### src/rtl/rxq_pkg.sv
package rxq_pkg;

    typedef struct packed {
        logic brk;
        logic par;
        logic frm;
    } rxq_flags_t;

    localparam int FLAG_W = $bits(rxq_flags_t);

    function automatic logic rxq_has_err(input rxq_flags_t f);
        return f.brk | f.par | f.frm;
    endfunction

endpackage

### src/rtl/rxq_store.sv
module rxq_store #(
    parameter int ENTRY_W = 11,
    parameter int DEPTH   = 64,
    localparam int AW     = $clog2(DEPTH)
) (
    input  logic               clk,
    input  logic               wr_en,
    input  logic [AW-1:0]      wr_addr,
    input  logic [ENTRY_W-1:0] wr_entry,
    input  logic [AW-1:0]      rd_addr,
    output logic [ENTRY_W-1:0] rd_entry
);

    logic [ENTRY_W-1:0] mem_q [DEPTH];

    always_ff @(posedge clk) begin
        if (wr_en) begin
            mem_q[wr_addr] <= wr_entry;
        end
    end

    always_comb begin
        rd_entry = mem_q[rd_addr];
    end

endmodule

### src/rtl/rxq_ptrs.sv
module rxq_ptrs #(
    parameter int DEPTH = 64,
    localparam int AW   = $clog2(DEPTH),
    localparam int LW   = $clog2(DEPTH + 1)
) (
    input  logic          clk,
    input  logic          rst,
    input  logic          push_i,
    input  logic          pop_i,
    output logic [AW-1:0] wr_ptr_o,
    output logic [AW-1:0] rd_ptr_o,
    output logic [LW-1:0] level_o,
    output logic          empty_o,
    output logic          full_o,
    output logic          push_ok_o,
    output logic          pop_ok_o,
    output logic          ovf_o
);

    localparam logic [AW-1:0] LAST = AW'(DEPTH - 1);
    localparam logic [LW-1:0] FULL_LVL = LW'(DEPTH);

    typedef struct packed {
        logic [AW-1:0] wr;
        logic [AW-1:0] rd;
        logic [LW-1:0] lvl;
        logic          ovf;
    } ptr_state_t;

    ptr_state_t st_d, st_q;
    logic pop_ok, push_ok;

    always_comb begin
        pop_ok  = pop_i && (st_q.lvl != '0);
        push_ok = push_i && ((st_q.lvl != FULL_LVL) || pop_ok);
        st_d     = st_q;
        st_d.ovf = push_i && !push_ok;
        if (push_ok) begin
            st_d.wr = (st_q.wr == LAST) ? '0 : st_q.wr + 1'b1;
        end
        if (pop_ok) begin
            st_d.rd = (st_q.rd == LAST) ? '0 : st_q.rd + 1'b1;
        end
        if (push_ok && !pop_ok) begin
            st_d.lvl = st_q.lvl + 1'b1;
        end else if (pop_ok && !push_ok) begin
            st_d.lvl = st_q.lvl - 1'b1;
        end
        if (rst) begin
            st_d = '0;
        end
    end

    always_ff @(posedge clk) begin
        st_q <= st_d;
    end

    assign wr_ptr_o  = st_q.wr;
    assign rd_ptr_o  = st_q.rd;
    assign level_o   = st_q.lvl;
    assign empty_o   = (st_q.lvl == '0);
    assign full_o    = (st_q.lvl == FULL_LVL);
    assign push_ok_o = push_ok;
    assign pop_ok_o  = pop_ok;
    assign ovf_o     = st_q.ovf;

    // level never exceeds the capacity
    a_r7_level_bound: assert property (@(posedge clk) disable iff (rst)
        level_o <= FULL_LVL);

    // a lone pop on an empty queue leaves it empty
    a_r9_pop_empty: assert property (@(posedge clk) disable iff (rst)
        (pop_i && !push_i && empty_o) |=> empty_o);

    // push and pop together keep the level
    a_r10_level_kept: assert property (@(posedge clk) disable iff (rst)
        (push_i && pop_i && !empty_o) |=> $stable(level_o));

    // a dropped push leaves the queue full
    a_r8_ovf_full: assert property (@(posedge clk) disable iff (rst)
        ovf_o |-> full_o);

endmodule

### src/rtl/rxq_errcnt.sv
module rxq_errcnt #(
    parameter int LW = 7
) (
    input  logic          clk,
    input  logic          rst,
    input  logic          inc_i,
    input  logic          dec_i,
    input  logic [LW-1:0] level_i,
    output logic          any_o
);

    typedef struct packed {
        logic [LW-1:0] cnt;
    } cnt_state_t;

    cnt_state_t st_d, st_q;

    always_comb begin
        st_d = st_q;
        if (inc_i && !dec_i) begin
            st_d.cnt = st_q.cnt + 1'b1;
        end else if (dec_i && !inc_i) begin
            st_d.cnt = st_q.cnt - 1'b1;
        end
        if (rst) begin
            st_d = '0;
        end
    end

    always_ff @(posedge clk) begin
        st_q <= st_d;
    end

    assign any_o = (st_q.cnt != '0);

    // errored entries can never outnumber stored entries
    a_r5_cnt_le_level: assert property (@(posedge clk) disable iff (rst)
        st_q.cnt <= level_i);

    // the summary bit only drops after an errored entry left
    a_r6_fall_on_pop: assert property (@(posedge clk) disable iff (rst)
        $fell(any_o) |-> ($past(dec_i) || $past(rst)));

endmodule

### src/rtl/rxq_fifo.sv
module rxq_fifo
    import rxq_pkg::*;
#(
    parameter int DATA_W = 8,
    parameter int DEPTH  = 64,
    localparam int AW      = $clog2(DEPTH),
    localparam int LW      = $clog2(DEPTH + 1),
    localparam int ENTRY_W = DATA_W + FLAG_W
) (
    input  logic              clk,
    input  logic              rst,
    input  logic              push_i,
    input  logic [DATA_W-1:0] push_data_i,
    input  logic              push_fe_i,
    input  logic              push_pe_i,
    input  logic              push_bi_i,
    input  logic              pop_i,
    output logic [DATA_W-1:0] rd_data_o,
    output logic              head_fe_o,
    output logic              head_pe_o,
    output logic              head_bi_o,
    output logic              err_any_o,
    output logic              empty_o,
    output logic              full_o,
    output logic [LW-1:0]     level_o,
    output logic              overflow_o
);

    logic [AW-1:0]      wr_ptr, rd_ptr;
    logic               push_ok, pop_ok;
    logic [ENTRY_W-1:0] wr_entry, rd_entry;
    rxq_flags_t         in_flags, head_flags;
    logic [DATA_W-1:0]  head_data;

    assign in_flags = '{brk: push_bi_i, par: push_pe_i, frm: push_fe_i};
    assign wr_entry = {in_flags, push_data_i};

    rxq_ptrs #(.DEPTH(DEPTH)) u_ptrs (
        .clk       (clk),
        .rst       (rst),
        .push_i    (push_i),
        .pop_i     (pop_i),
        .wr_ptr_o  (wr_ptr),
        .rd_ptr_o  (rd_ptr),
        .level_o   (level_o),
        .empty_o   (empty_o),
        .full_o    (full_o),
        .push_ok_o (push_ok),
        .pop_ok_o  (pop_ok),
        .ovf_o     (overflow_o)
    );

    rxq_store #(.ENTRY_W(ENTRY_W), .DEPTH(DEPTH)) u_store (
        .clk      (clk),
        .wr_en    (push_ok),
        .wr_addr  (wr_ptr),
        .wr_entry (wr_entry),
        .rd_addr  (rd_ptr),
        .rd_entry (rd_entry)
    );

    assign head_flags = empty_o ? '0 : rxq_flags_t'(rd_entry[ENTRY_W-1:DATA_W]);
    assign head_data  = empty_o ? '0 : rd_entry[DATA_W-1:0];

    rxq_errcnt #(.LW(LW)) u_errcnt (
        .clk     (clk),
        .rst     (rst),
        .inc_i   (push_ok && rxq_has_err(in_flags)),
        .dec_i   (pop_ok && rxq_has_err(head_flags)),
        .level_i (level_o),
        .any_o   (err_any_o)
    );

    assign rd_data_o = head_data;
    assign head_fe_o = head_flags.frm;
    assign head_pe_o = head_flags.par;
    assign head_bi_o = head_flags.brk;

    // an errored front character implies the summary bit
    a_r5_head_implies_any: assert property (@(posedge clk) disable iff (rst)
        (head_fe_o || head_pe_o || head_bi_o) |-> err_any_o);

    // an empty queue reports no error anywhere
    a_r4_empty_no_err: assert property (@(posedge clk) disable iff (rst)
        empty_o |-> !err_any_o);

    // full and empty are exclusive
    a_r7_not_both: assert property (@(posedge clk) disable iff (rst)
        !(empty_o && full_o));

endmodule

### config.mk
export PLATFORM = sky130hd
export DESIGN_NAME = rxq_fifo
export DESIGN_NICKNAME = d
export VERILOG_FILES = /design/src/rtl/rxq_pkg.sv /design/src/rtl/rxq_store.sv /design/src/rtl/rxq_ptrs.sv /design/src/rtl/rxq_errcnt.sv /design/src/rtl/rxq_fifo.sv
export SDC_FILE = /design/constraint.sdc
export NUM_CORES = 1
export LEC_CHECK = 0
export BUFFER_PORTS_ARGS = -buffer_cell sky130_fd_sc_hd__buf_2
export CORE_AREA = 8 8 262 391
export DETAILED_ROUTE_END_ITERATION = 7
export DIE_AREA = 0 0 270 399
export PLACE_DENSITY_LB_ADDON = 0.25
export SETUP_SLACK_MARGIN = 0.15
export SKIP_CTS_REPAIR_TIMING = 1
export SLEW_MARGIN = 20
export SYNTH_ARGS = -nofsm -noshare
export SYNTH_HDL_FRONTEND = slang
export SYNTH_SLANG_ARGS = --single-unit
### constraint.sdc
create_clock -name clk -period 10.9 [get_ports clk]
set_input_delay 0.545 -clock clk [delete_from_list [all_inputs] [get_ports clk]]
set_output_delay 0.545 -clock clk [all_outputs]
set_load 0.1 [all_outputs]
==> impl_metrics.yaml <==
global_routing:
  antenna_found_initial: 6
  grt_pass1_vias: 14334
  gr-total-overflow: 0
  grt_max_degree: 92
  grt_pass1_wl_mm: 102
  grtUsageTotal: 0.129
cells_and_area:
  nFillCells: 8911
  regArea_sq_um: 21800
  syn_to_final_growth_pct: 15.5
  finish.instance_area_sq_um: 33200
  multi_input_area_sq_um: 6660
  finalNonFillerCells: 2772
  layout.nets: 1467
  drive_gt1_frac: 0.304
place:
  dpl_cell_area_sq_um: 30800
  hpwl_mm: 43.1
  io_buffers: 36
  place.gp.congestion: 0.739
  dp.cells: 2640
detailed_routing:
  drtIter0Drc: 918
  wirelength_mm: 70.0
  via_per_inst: 4.76
  antenna_left: 0
  dr.pass1.iters: 5
  wl_per_cell_um: 25.2
  vias: 13192
  post-route-drc-count: 0
critical_path:
  path_class: "reg2reg"
  cp.arrival_ns: 6.72
  rr_worst_depth: 18
  critPathLaunchType: "register"
  ff2ff_setup_slack_ns: 4.74
  cp_max_fo: 55
  worstPathRequired_ns: 11.46
  worstReg2RegEnd: "u_errcnt.st_q[6]"
  crit_end: "u_errcnt.st_q[6]"
  crit_path_end_kind: "register"
synthesis:
  synth_edf_count: 704
  synth.largest_area_cell: "edfxtp_1"
  synth-seq-cells: 737
  synth_cells: 1325
  synth_compound_gate_area_share: 0.0129
  yosysWarnings: 0
  netlist.area_leader.share: 0.735
  yosysMostFrequentCell: "edfxtp_1"
  synth-main-ff-cell: "edfxtp_1"
  synth_cell_types: 46
  synth-simple-area-share: 0.0265
  synth_nets: 1356
  yosys.area_share.adder: 0.00748
  avgSynthCellArea_sq_um: 21.7
  muxShareOfSynthArea: 0.177
  synth.cells.most_frequent: "edfxtp_1, mux4_2, nor2_1, dfxtp_1, clkbuf_1"
  synthArstFlopShare: 0
  synth_xor_area_frac: 0.00639
  netlist_area_sq_um: 28800
  seq_area_frac_synth: 0.758
  yosys-top-cells-area: "edfxtp_1, mux4_2, dfxtp_1"
  synth_top_family_by_area: "multiplexers"
sta:
  setup_violations: 0
  hold_viol_final: 0
  fin_worst_skew_ns: 0.0192
  grt_setup_unrepaired: "no"
  holdWs_ns: 0.129
  drv_slew: 0
  relSlewSlack: 0.305
  min_period_ns: 6.16
  fin_crit_sh: 0.565
  max_freq_mhz: 162
  fin_tns_setup_ns: 0
  tightest_slew_ns: 1.03
cts:
  clock_tree.root_cell: "clkbuf_16"
  numCtsBuffers: 72
  cts_tree: "yes"
  clk_latency_ns: 0.64
  path_clk_slew_ns: 0.06
  cts_buffer_depth: 3
  clkSinkCount: 737
  htree_levels: 3
floorplanning:
  fp.dieW_um: 270
  pin_count: 37
  dieHeight_um: 399
  die-area_sq_um: 108000
  core_area_sq_um: 96500
  rows: 140
  start_util: 0.298
power:
  pwr_density_cell_nw_per_um2: 227
  irDropWorstVdd_mv: 0.272
  p_total_mw: 7.55
  leakage_nw: 10.1
outcome:
  status: "complete, no violations"
job:
  drv_cap: 0
min_path:
  hold_class: "in2reg"
-- area by class of cell --
| class | count | area share |
|---|---|---|
| sequential | 737 | 0.656 |
| inverter | 13 | 0.00147 |
| timing repair buffer | 104 | 0.0215 |
| clock inverter | 39 | 0.0119 |
| multi-input combinational | 508 | 0.200 |
| tap | 1278 | 0.0481 |
| antenna | 2 | 0.000151 |
| clock buffer | 91 | 0.0599 |
-- layout by cell type (no fill, tap or decap), types with 3 or more instances in the layout --
cell | netlist | routed
inv_6 | 0 | 4
a21oi_1 | 25 | 25
mux2i_1 | 20 | 20
buf_2 | 19 | 36
edfxtp_1 | 704 | 704
nor2b_1 | 15 | 15
or2_2 | 3 | 3
clkinv_1 | 0 | 13
dfxtp_1 | 33 | 29
clkbuf_16 | 0 | 77
nor3_1 | 4 | 4
bufinv_16 | 0 | 6
a311oi_1 | 3 | 3
clkbuf_1 | 30 | 13
o21bai_1 | 5 | 5
nor2_1 | 105 | 89
o21ai_0 | 7 | 7
a21o_1 | 5 | 5
nand3_1 | 7 | 7
inv_1 | 12 | 12
or3_1 | 3 | 3
buf_4 | 7 | 66
xor2_1 | 9 | 9
nand2_1 | 29 | 29
xnor2_1 | 12 | 12
clkinv_2 | 0 | 10
dfxtp_4 | 0 | 3
ha_1 | 14 | 14
nor2_2 | 0 | 16
mux4_2 | 216 | 216
-- worst max-delay path: stages, from the launching register on --
cell and delay (ns):
dfxtp_4 0.82, buf_4 0.83, mux4_2 0.60, mux4_2 0.47
nand2_1 0.08, o21ai_0 0.25, a21oi_1 0.24, a32oi_1 0.12
o21ai_0 0.49, ha_1 0.28, inv_1 0.14, fa_1 0.43
a21o_1 0.18, a21oi_1 0.24, o21bai_1 0.09, a21oi_1 0.19
xnor2_1 0.09, or3_1 0.30, a21oi_1 0.14
-- cell families after synthesis --
family	after synthesis
xor+xnor	21
fa+ha+maj	16
compound gates	57
buf+inv	80
simple gates	176
mux	238
flops	737
-- through the flow --
step | util | worst slack, ns
after floorplan | - | 5.73
after global placement | 0.319 | 4.63
after detailed placement | 0.319 | 4.65
after CTS | 0.344 | 4.64
after global routing | 0.344 | 4.36
final | 0.344 | 4.74
-- routing by layer --
metal	vias to the layer above	track usage	part of all wire
li1	5715	-	-
met1	7070	0.143	0.37
met2	312	0.246	0.56
met3	91	0.0228	0.040
met4	4	0.0472	0.028
met5	-	0	0.00037
-- state kept, by name, summed over array words and instances, names as in the netlist, named ones only --
signal	flops
u_errcnt.st_q	7
u_ptrs.level_o	7
u_ptrs.wr_ptr_o	6
u_ptrs.rd_ptr_o	6
u_store.mem_q	704
u_ptrs.ovf_o	1
-- power by group --
group	leakage [nW]	switching, mW	internal [mW]
combinational	2.36	1.09	0.698
sequential	6.61	0.0896	3.14
clock	1.17	1.08	1.45
total	10.1	2.26	5.29
-- worst min path at each step --
stage | from | to | slack, ns | cells after the start
6_report | pop_i | u_ptrs.ovf_o | 0.13 | 2
5_1_grt | pop_i | u_ptrs.ovf_o | 0.10 | 2
4_1_cts | pop_i | u_ptrs.ovf_o | 0.07 | 2
3_5_place_dp | u_errcnt.st_q[6] | u_errcnt.st_q[6] | 0.50 | 2
3_3_place_gp | u_ptrs.level_o[6] | u_ptrs.level_o[6] | 0.51 | 2
2_1_floorplan | u_errcnt.st_q[6] | u_errcnt.st_q[6] | 0.45 | 2
Power figures use the tool's default switching activity.
